$ cat src/rtl/lp_rtc_regs.sv
module lp_rtc_regs #(
  parameter int ADDR_W = 12,
  parameter int DATA_W = 32,
  parameter int CNT_W  = 47,
  parameter logic [ADDR_W-1:0] CTRL_OFS = 12'h038,
  parameter logic [ADDR_W-1:0] HI_OFS   = 12'h050,
  parameter logic [ADDR_W-1:0] LO_OFS   = 12'h054,
  parameter int OFF_BIT_A = 6,
  parameter int OFF_BIT_B = 5
) (
  input  logic              clk,
  input  logic              rst_n,
  input  logic              tick_en,
  input  logic [ADDR_W-1:0] bus_addr,
  input  logic              bus_we,
  input  logic [DATA_W-1:0] bus_wdata,
  output logic [DATA_W-1:0] bus_rdata,
  output logic              pwr_off_req
);
  localparam int HI_W = CNT_W - DATA_W;
  localparam logic [CNT_W-1:0] ONE = 1;

  logic [CNT_W-1:0]  cnt;
  logic [DATA_W-1:0] ctrl;

  wire wr_ctrl = bus_we && (bus_addr == CTRL_OFS);
  wire wr_hi   = bus_we && (bus_addr == HI_OFS);
  wire wr_lo   = bus_we && (bus_addr == LO_OFS);

  always_ff @(posedge clk or negedge rst_n) begin
    if (!rst_n)       cnt <= '0;
    else if (wr_hi)   cnt <= {bus_wdata[HI_W-1:0], cnt[DATA_W-1:0]};
    else if (wr_lo)   cnt <= {cnt[CNT_W-1:DATA_W], bus_wdata};
    else if (tick_en) cnt <= cnt + ONE;
  end

  always_ff @(posedge clk or negedge rst_n) begin
    if (!rst_n) begin
      ctrl        <= '0;
      pwr_off_req <= 1'b0;
    end else begin
      if (wr_ctrl) ctrl <= bus_wdata;
      pwr_off_req <= wr_ctrl && bus_wdata[OFF_BIT_A] && bus_wdata[OFF_BIT_B];
    end
  end

  always_comb begin
    if (bus_addr == HI_OFS)        bus_rdata = {{(DATA_W-HI_W){1'b0}}, cnt[CNT_W-1:DATA_W]};
    else if (bus_addr == LO_OFS)   bus_rdata = cnt[DATA_W-1:0];
    else if (bus_addr == CTRL_OFS) bus_rdata = ctrl;
    else                           bus_rdata = '0;
  end

  p_tick_inc_r2: assert property (@(posedge clk) disable iff (!rst_n)
    (tick_en && !wr_hi && !wr_lo) |=> cnt == $past(cnt) + ONE);
  p_idle_hold_r2: assert property (@(posedge clk) disable iff (!rst_n)
    (!tick_en && !wr_hi && !wr_lo) |=> $stable(cnt));
  p_lo_write_r4: assert property (@(posedge clk) disable iff (!rst_n)
    wr_lo |=> (cnt[DATA_W-1:0] == $past(bus_wdata)) && $stable(cnt[CNT_W-1:DATA_W]));
  p_hi_write_r5: assert property (@(posedge clk) disable iff (!rst_n)
    wr_hi |=> (cnt[CNT_W-1:DATA_W] == $past(bus_wdata[HI_W-1:0])) && $stable(cnt[DATA_W-1:0]));
  p_ctrl_keep_r9: assert property (@(posedge clk) disable iff (!rst_n)
    !wr_ctrl |=> $stable(ctrl));
  p_pwr_cause_r8: assert property (@(posedge clk) disable iff (!rst_n)
    pwr_off_req |-> $past(wr_ctrl && bus_wdata[OFF_BIT_A] && bus_wdata[OFF_BIT_B]));
  p_hi_pad_r3: assert property (@(posedge clk) disable iff (!rst_n)
    (bus_addr == HI_OFS) |-> bus_rdata[DATA_W-1:HI_W] == '0);
endmodule

$ cat config.mk
export PLATFORM = sky130hd
export DESIGN_NAME = lp_rtc_regs
export DESIGN_NICKNAME = d
export VERILOG_FILES = /design/src/rtl/lp_rtc_regs.sv
export SDC_FILE = /design/constraint.sdc
export NUM_CORES = 1
export LEC_CHECK = 0
export BUFFER_PORTS_ARGS = -buffer_cell sky130_fd_sc_hd__buf_2
export CAP_MARGIN = 25
export CORE_MARGIN = 2
export CORE_UTILIZATION = 35
export CTS_CLUSTER_SIZE = 24
export DETAILED_ROUTE_END_ITERATION = 16
export PLACE_DENSITY = 0.6
export SLEW_MARGIN = 20
export SYNTH_ARGS = -nofsm -noshare
export SYNTH_HDL_FRONTEND = slang
export SYNTH_SLANG_ARGS = --single-unit
$ cat constraint.sdc
create_clock -name clk -period 2.71 [get_ports clk]
set_clock_uncertainty 0.15 [all_clocks]
set_input_delay 0 -clock clk [delete_from_list [all_inputs] [get_ports clk]]
set_output_delay 0 -clock clk [all_outputs]
set_load 0.02 [all_outputs]
==> flow_metrics.tcl, run 1 <==
set metrics [dict create \
    crit_type "flip-flop to flip-flop" \
    cts_tree "built" \
    grt_usage 0.1967 \
    gp_congestion 0.8929 \
    io-pin-count 81 \
    worstPathArrival_ns 2.76 \
    overflow 0 \
    syn2layout_area_growth_pct 28.29 \
    initialDrtViolationCount 269 \
    drc_errors 0 \
    r2r-start "cnt[0]" \
    yosys.area_share.simple 0.2549 \
    async_reset_ff_frac 1.000 \
    fin_crit_sh 0.9663 \
    core-area_um2 13240 \
    grt_pass1_wl_um 22210 \
    holdCritStartpoint "bus_we" \
    finalCriticalPeriod_ns 2.619 \
    clk_latency_ns 0.35 \
    cts-root-buf "clkbuf_16" \
    fp.dieH_um 120.3 \
    worstMarginPinSlew_ns 0.7611 \
    power.density_nw_per_um2 505.3 \
    routed_wl_um 13600 \
    via_per_inst 5.425 \
    ys_ff_latch 80 \
    crit_fanout 13 \
    status "finished clean" \
    clock_path_buffers 2 \
    yosysWarnings 0 \
    end_kind "flip-flop" \
    finalSetupViolations 0 \
    min_to "cnt[28]" \
    die-area_um2 14470 \
    holdPathStages 3 \
    syn_inst 512 \
    synth_edf_count 0 \
    synth_adder_area_share 0.002644 \
    h-tree-depth 3 \
    synth-xor-area-share 0.04997 \
    rrSetupSlack_ns 0.09 \
    grt_antenna_before_repair 0 \
    synth_compound_area_frac 0.1137 \
    synth_top_family_by_area "simple AND/OR/NAND/NOR gates" \
    ys.flop_type "dfrtp_1" \
    fillers 1341 \
    timing.final.ws_setup_ns 0.09143 \
    io_buffers 80 \
    placed_cell_area_um2 5388 \
    clkSlewWorstSetupHoldPaths_ns 0.06 \
    fp.dieW_um 120.3 \
    syn_nets 561 \
    dpl.hpwl_um 9975 \
    wl_per_cell_um 16.79 \
    syn_area_um2 4732 \
    num-nets-final 678 \
    post_synth.cell_area_avg_um2 9.242 \
    finalHoldViolations 0 \
    clock-sinks 80 \
    relSlewSlack 0.4926 \
    dr.pass1.iters 5 \
    rows 42 \
    finalSetupTns_ns 0 \
    slew_violations 0 \
    p_total_w 0.003068 \
    ir_drop_mv 0.3616 \
    r2r-end "cnt[36]" \
    reg2reg_depth 6 \
    cts_made_buffers 9 \
    muxShareOfSynthArea 0.1227 \
    grt_max_degree 81 \
    ant_nets 0 \
    cp.required_ns 2.85 \
    ys_seq_area_frac 0.4231 \
    vias 4394 \
    synth.distinct_cells 48 \
    fmax_ghz 0.3819 \
    cp-start-kind "flip-flop" \
    grt_pass1_vias 4269 \
    drive_above_1_share 0.2524 \
    hold_class "input pin to flip-flop" \
    grt_setup_unrepaired "false" \
    power.leakage_nw 2.659 \
    diodes 0 \
    start_util 0.3573 \
    finalInstanceArea_um2 6071 \
    maxCapViolCount 0 \
    place_ws_ns 0.1308 \
]
-- flip-flops by register name, summed over array words and instances, names as in the netlist --
signal	cells
cnt	47
ctrl	32
pwr_off_req	1
-- where the power goes --
part	switching, W	leakage (nW)	internal [W]
combinational	0.000190	1.46	0.000180
clock	0.000477	0.154	0.000831
sequential	0.000117	1.05	0.00127
-- routing by layer --
metal,share of wire,global-route usage
met2,0.48,0.3253
met1,0.46,0.2590
met4,0.015,0.05741
met5,0,0
met3,0.046,0.04340
-- worst max-delay path, cell delays in order, from the launching register on --
cell     delay (ns)
dfrtp_1        0.44
ha_1           0.25
inv_1          0.08
or4_4          0.65
or4_1          0.56
or3_1          0.33
nand3_1        0.08
-- worst max-delay path by stage --
stage | to | from | cells after the start | slack (ns)
after floorplan | cnt[36] | cnt[0] | 6 | 0.40
after global placement | cnt[36] | cnt[0] | 6 | 0.20
after detailed placement | cnt[46] | cnt[0] | 6 | 0.13
after CTS | cnt[39] | cnt[8] | 6 | 0.12
after global routing | cnt[38] | cnt[0] | 6 | 0.02
final | cnt[36] | cnt[0] | 6 | 0.09
-- final cells by class --
type                    count  area [um^2]  share of cell area
clock buffers              13        250.2             0.04122
multi-input cells         395         2592              0.4270
flip-flops and latches     80         2002              0.3298
inverters                   7        26.28            0.004328
well taps                 176        220.2             0.03627
clock inverters             3        65.06             0.01072
repair buffers            136        914.6              0.1507
-- stage by stage --
step / hold WS (ns) / utilization / std cells
2_1_floorplan: -0.4456 / - / 512
3_5_place_dp: 0.07747 / 0.4068 / 758
6_report: 0.07102 / 0.4584 / 810
3_3_place_gp: 0.06891 / 0.4068 / 758
4_1_cts: 0.06314 / 0.4571 / 809
5_1_grt: 0.07331 / 0.4584 / 810
-- cell usage after synthesis, drive strengths merged, types with 10 or more instances --
master,count,area (um^2)
a22o,17,148.9
buf,12,62.56
clkbuf,18,67.56
dfrtp,80,2002
mux2,32,360.4
mux2i,22,220.2
nand2,68,255.2
nand3,25,125.1
nand4,24,171.4
nor2,32,120.1
nor3,19,100.1
nor4,14,87.58
o21ai,46,230.2
or4,10,83.83
xnor2,18,157.7
-- layout by cell type (no fill, tap or decap), types with 2 or more instances in the layout --
cell type,netlist,final
a21oi_1,5,5
a22o_1,17,17
a31o_2,2,2
a31oi_1,7,7
and2_1,7,7
and3_1,8,8
and4_1,5,4
buf_2,8,79
buf_4,0,21
bufinv_16,0,2
clkbuf_1,18,3
clkbuf_16,0,9
dfrtp_1,80,80
dlygate4sd3_1,0,35
inv_1,7,7
mux2_2,32,32
mux2i_1,22,22
nand2_1,68,68
nand3_1,25,25
nand4_1,22,22
nor2_1,32,32
nor3_1,18,18
nor4_1,14,13
nor4b_1,4,4
o21ai_0,42,42
o21ai_1,4,4
or3_1,6,6
or4_1,7,7
or4_4,2,2
xnor2_1,18,18
xor2_1,9,9
-- cell families (layout without fill, tap and decap cells) --
family / after synthesis / count (layout)
simple gates: 228 / 228
compound gates: 85 / 85
flops: 80 / 80
mux: 54 / 54
buf+inv: 37 / 159
xor+xnor: 27 / 27
fa+ha+maj: 1 / 1
-- timing repair --
item	CTS	global route
hold endpoints to repair	160	0
hold buffers	35	0
setup buffers	0	1
gates resized for setup	0	1
setup endpoints to repair	0	3
(Power assumes the default switching activity.)
==> run 2: changes to the inputs <==
==> constraint.sdc (replaced) <==
create_clock -name clk -period 3 [get_ports clk]
set_clock_uncertainty 0.15 [all_clocks]
set_input_delay 0 -clock clk [delete_from_list [all_inputs] [get_ports clk]]
set_output_delay 0 -clock clk [all_outputs]
set_load 0.02 [all_outputs]
==> flow_metrics.tcl, run 2 (synthesis results as in run 1) <==
set metrics [dict create \
    status "finished clean" \
    h-tree-depth 3 \
    multi_input_comb_area_um2 2586 \
    worstPathArrival_ns 2.73 \
    fp.dieH_um 120.3 \
    gp_congestion 0.8743 \
    grt_pass1_vias 4476 \
    whs_ns 0.08187 \
    finalHoldViolations 0 \
    crit_family "simple AND/OR/NAND/NOR gates" \
    cp_slowest_cell "or4_4" \
    diodes 0 \
    placed_cell_area_um2 5350 \
    grt_usage 0.1958 \
    crit_type "flip-flop to flip-flop" \
    top_regs "cnt x47, ctrl x32, pwr_off_req x1" \
    top_register "cnt" \
    rows 42 \
    maxCapViolCount 0 \
    stdcell_count 802 \
    via_per_inst 5.433 \
    ir_drop_mv 0.3012 \
    clock_path_buffers 2 \
    finalSetupTns_ns 0 \
    start_util 0.3573 \
    grt_max_degree 63 \
    finalCriticalPeriod_ns 2.604 \
    fp.dieW_um 120.3 \
    drive_above_1_share 0.2428 \
    crit_fanout 13 \
    fillers 1331 \
    wl_per_cell_um 17.01 \
    max_stage_delay_ns 0.65 \
    cts_tree "built" \
    grt_antenna_before_repair 0 \
    worstPathCellList "ha_1 > inv_1 > or4_4 > or4_1 > or3_1 > nand3_1" \
    cp-start-kind "flip-flop" \
    finalInstanceArea_um2 5974 \
    clk_latency_ns 0.34 \
    vias 4357 \
    slew_violations 0 \
    relSlewSlack 0.4479 \
    drc_errors 0 \
    fin_crit_sh 0.8680 \
    die-area_um2 14470 \
    routed_wl_um 13640 \
    layout_commonest_cell "dfrtp_1" \
    finalSetupViolations 0 \
    grt_pass1_wl_um 22370 \
    power.leakage_nw 2.609 \
    clock-sinks 80 \
    dr.pass1.iters 5 \
    cp_num_buf_inv 1 \
    grt_setup_unrepaired "false" \
    largest_reg_flops 47 \
    initialDrtViolationCount 301 \
    fmax_ghz 0.3840 \
    place_inst 753 \
    ant_nets 0 \
    seq_area_um2 2002 \
    end_kind "flip-flop" \
    dpl.hpwl_um 9764 \
    worstMarginPinSlew_ns 0.8282 \
    io-pin-count 81 \
    cts_made_buffers 9 \
    cp.required_ns 3.13 \
    most-common-layout-cells "dfrtp_1, buf_2, nand2_1, o21ai_0, dlygate4sd3_1" \
    cts-root-buf "clkbuf_16" \
    io_buffers 80 \
    syn2layout_area_growth_pct 26.26 \
    power.density_nw_per_um2 439.5 \
    overflow 0 \
    num-nets-final 672 \
    core-area_um2 13240 \
    clkSlewWorstSetupHoldPaths_ns 0.06 \
    hold_class "input pin to flip-flop" \
]
## run 2: worst paths after layout
kind / to / from / slack [ns] / cells past startpoint
max: cnt[36] / cnt[0] / 0.40 / 6
min: cnt[28] / bus_we / 0.08 / 3
max reg2reg: cnt[36] / cnt[0] / 0.40 / 6
min reg2reg: ctrl[16] / ctrl[16] / 0.35 / 1
max in group asynchronous: cnt[11] / rst_n / 1.86 / 3
min in group asynchronous: ctrl[4] / rst_n / 0.14 / 2
## run 2: layer usage
metal | share of wire | GRT usage | vias up
met5 | 0 | 0 | -
met4 | 0.017 | 0.07340 | 0
met3 | 0.058 | 0.03962 | 16
met2 | 0.48 | 0.3221 | 148
met1 | 0.45 | 0.2548 | 2082
li1 | - | - | 2111
## run 2: cell type report
type,instances,share of cell area
multi-input cells,395,0.4329
flip-flops and latches,80,0.3351
repair buffers,130,0.1449
clock buffers,14,0.04586
well taps,176,0.03686
inverters,7,0.004398
## run 2: report_power, final
part | switching, W | leakage, nW | internal [W] | total (W)
Combinational | 0.000173 | 1.43 | 0.000164 | 0.000337
Sequential | 0.000105 | 1.05 | 0.00115 | 0.00125
Clock | 0.000414 | 0.135 | 0.000620 | 0.00103
## run 2: repair_timing
action	CTS	global route
resized for setup	0	0
endpoints found under the hold margin	140	0
hold buffers	35	0
setup buffers	0	0
## run 2: worst reg2reg max path, cell delays in order (launching register included)
cell	delay, ns
dfrtp_1	0.45
ha_1	0.26
inv_1	0.09
or4_4	0.65
or4_1	0.55
or3_1	0.31
nand3_1	0.08
## run 2: through the flow
step | util | total power [W] | setup WS, ns
floorplan | - | 0.001435 | 0.6915
global placement | 0.4040 | 0.001561 | 0.4966
detailed placement | 0.4040 | 0.001577 | 0.4355
CTS | 0.4512 | 0.002658 | 0.4168
global route | 0.4512 | 0.002752 | 0.2749
finish | 0.4512 | 0.002626 | 0.3960
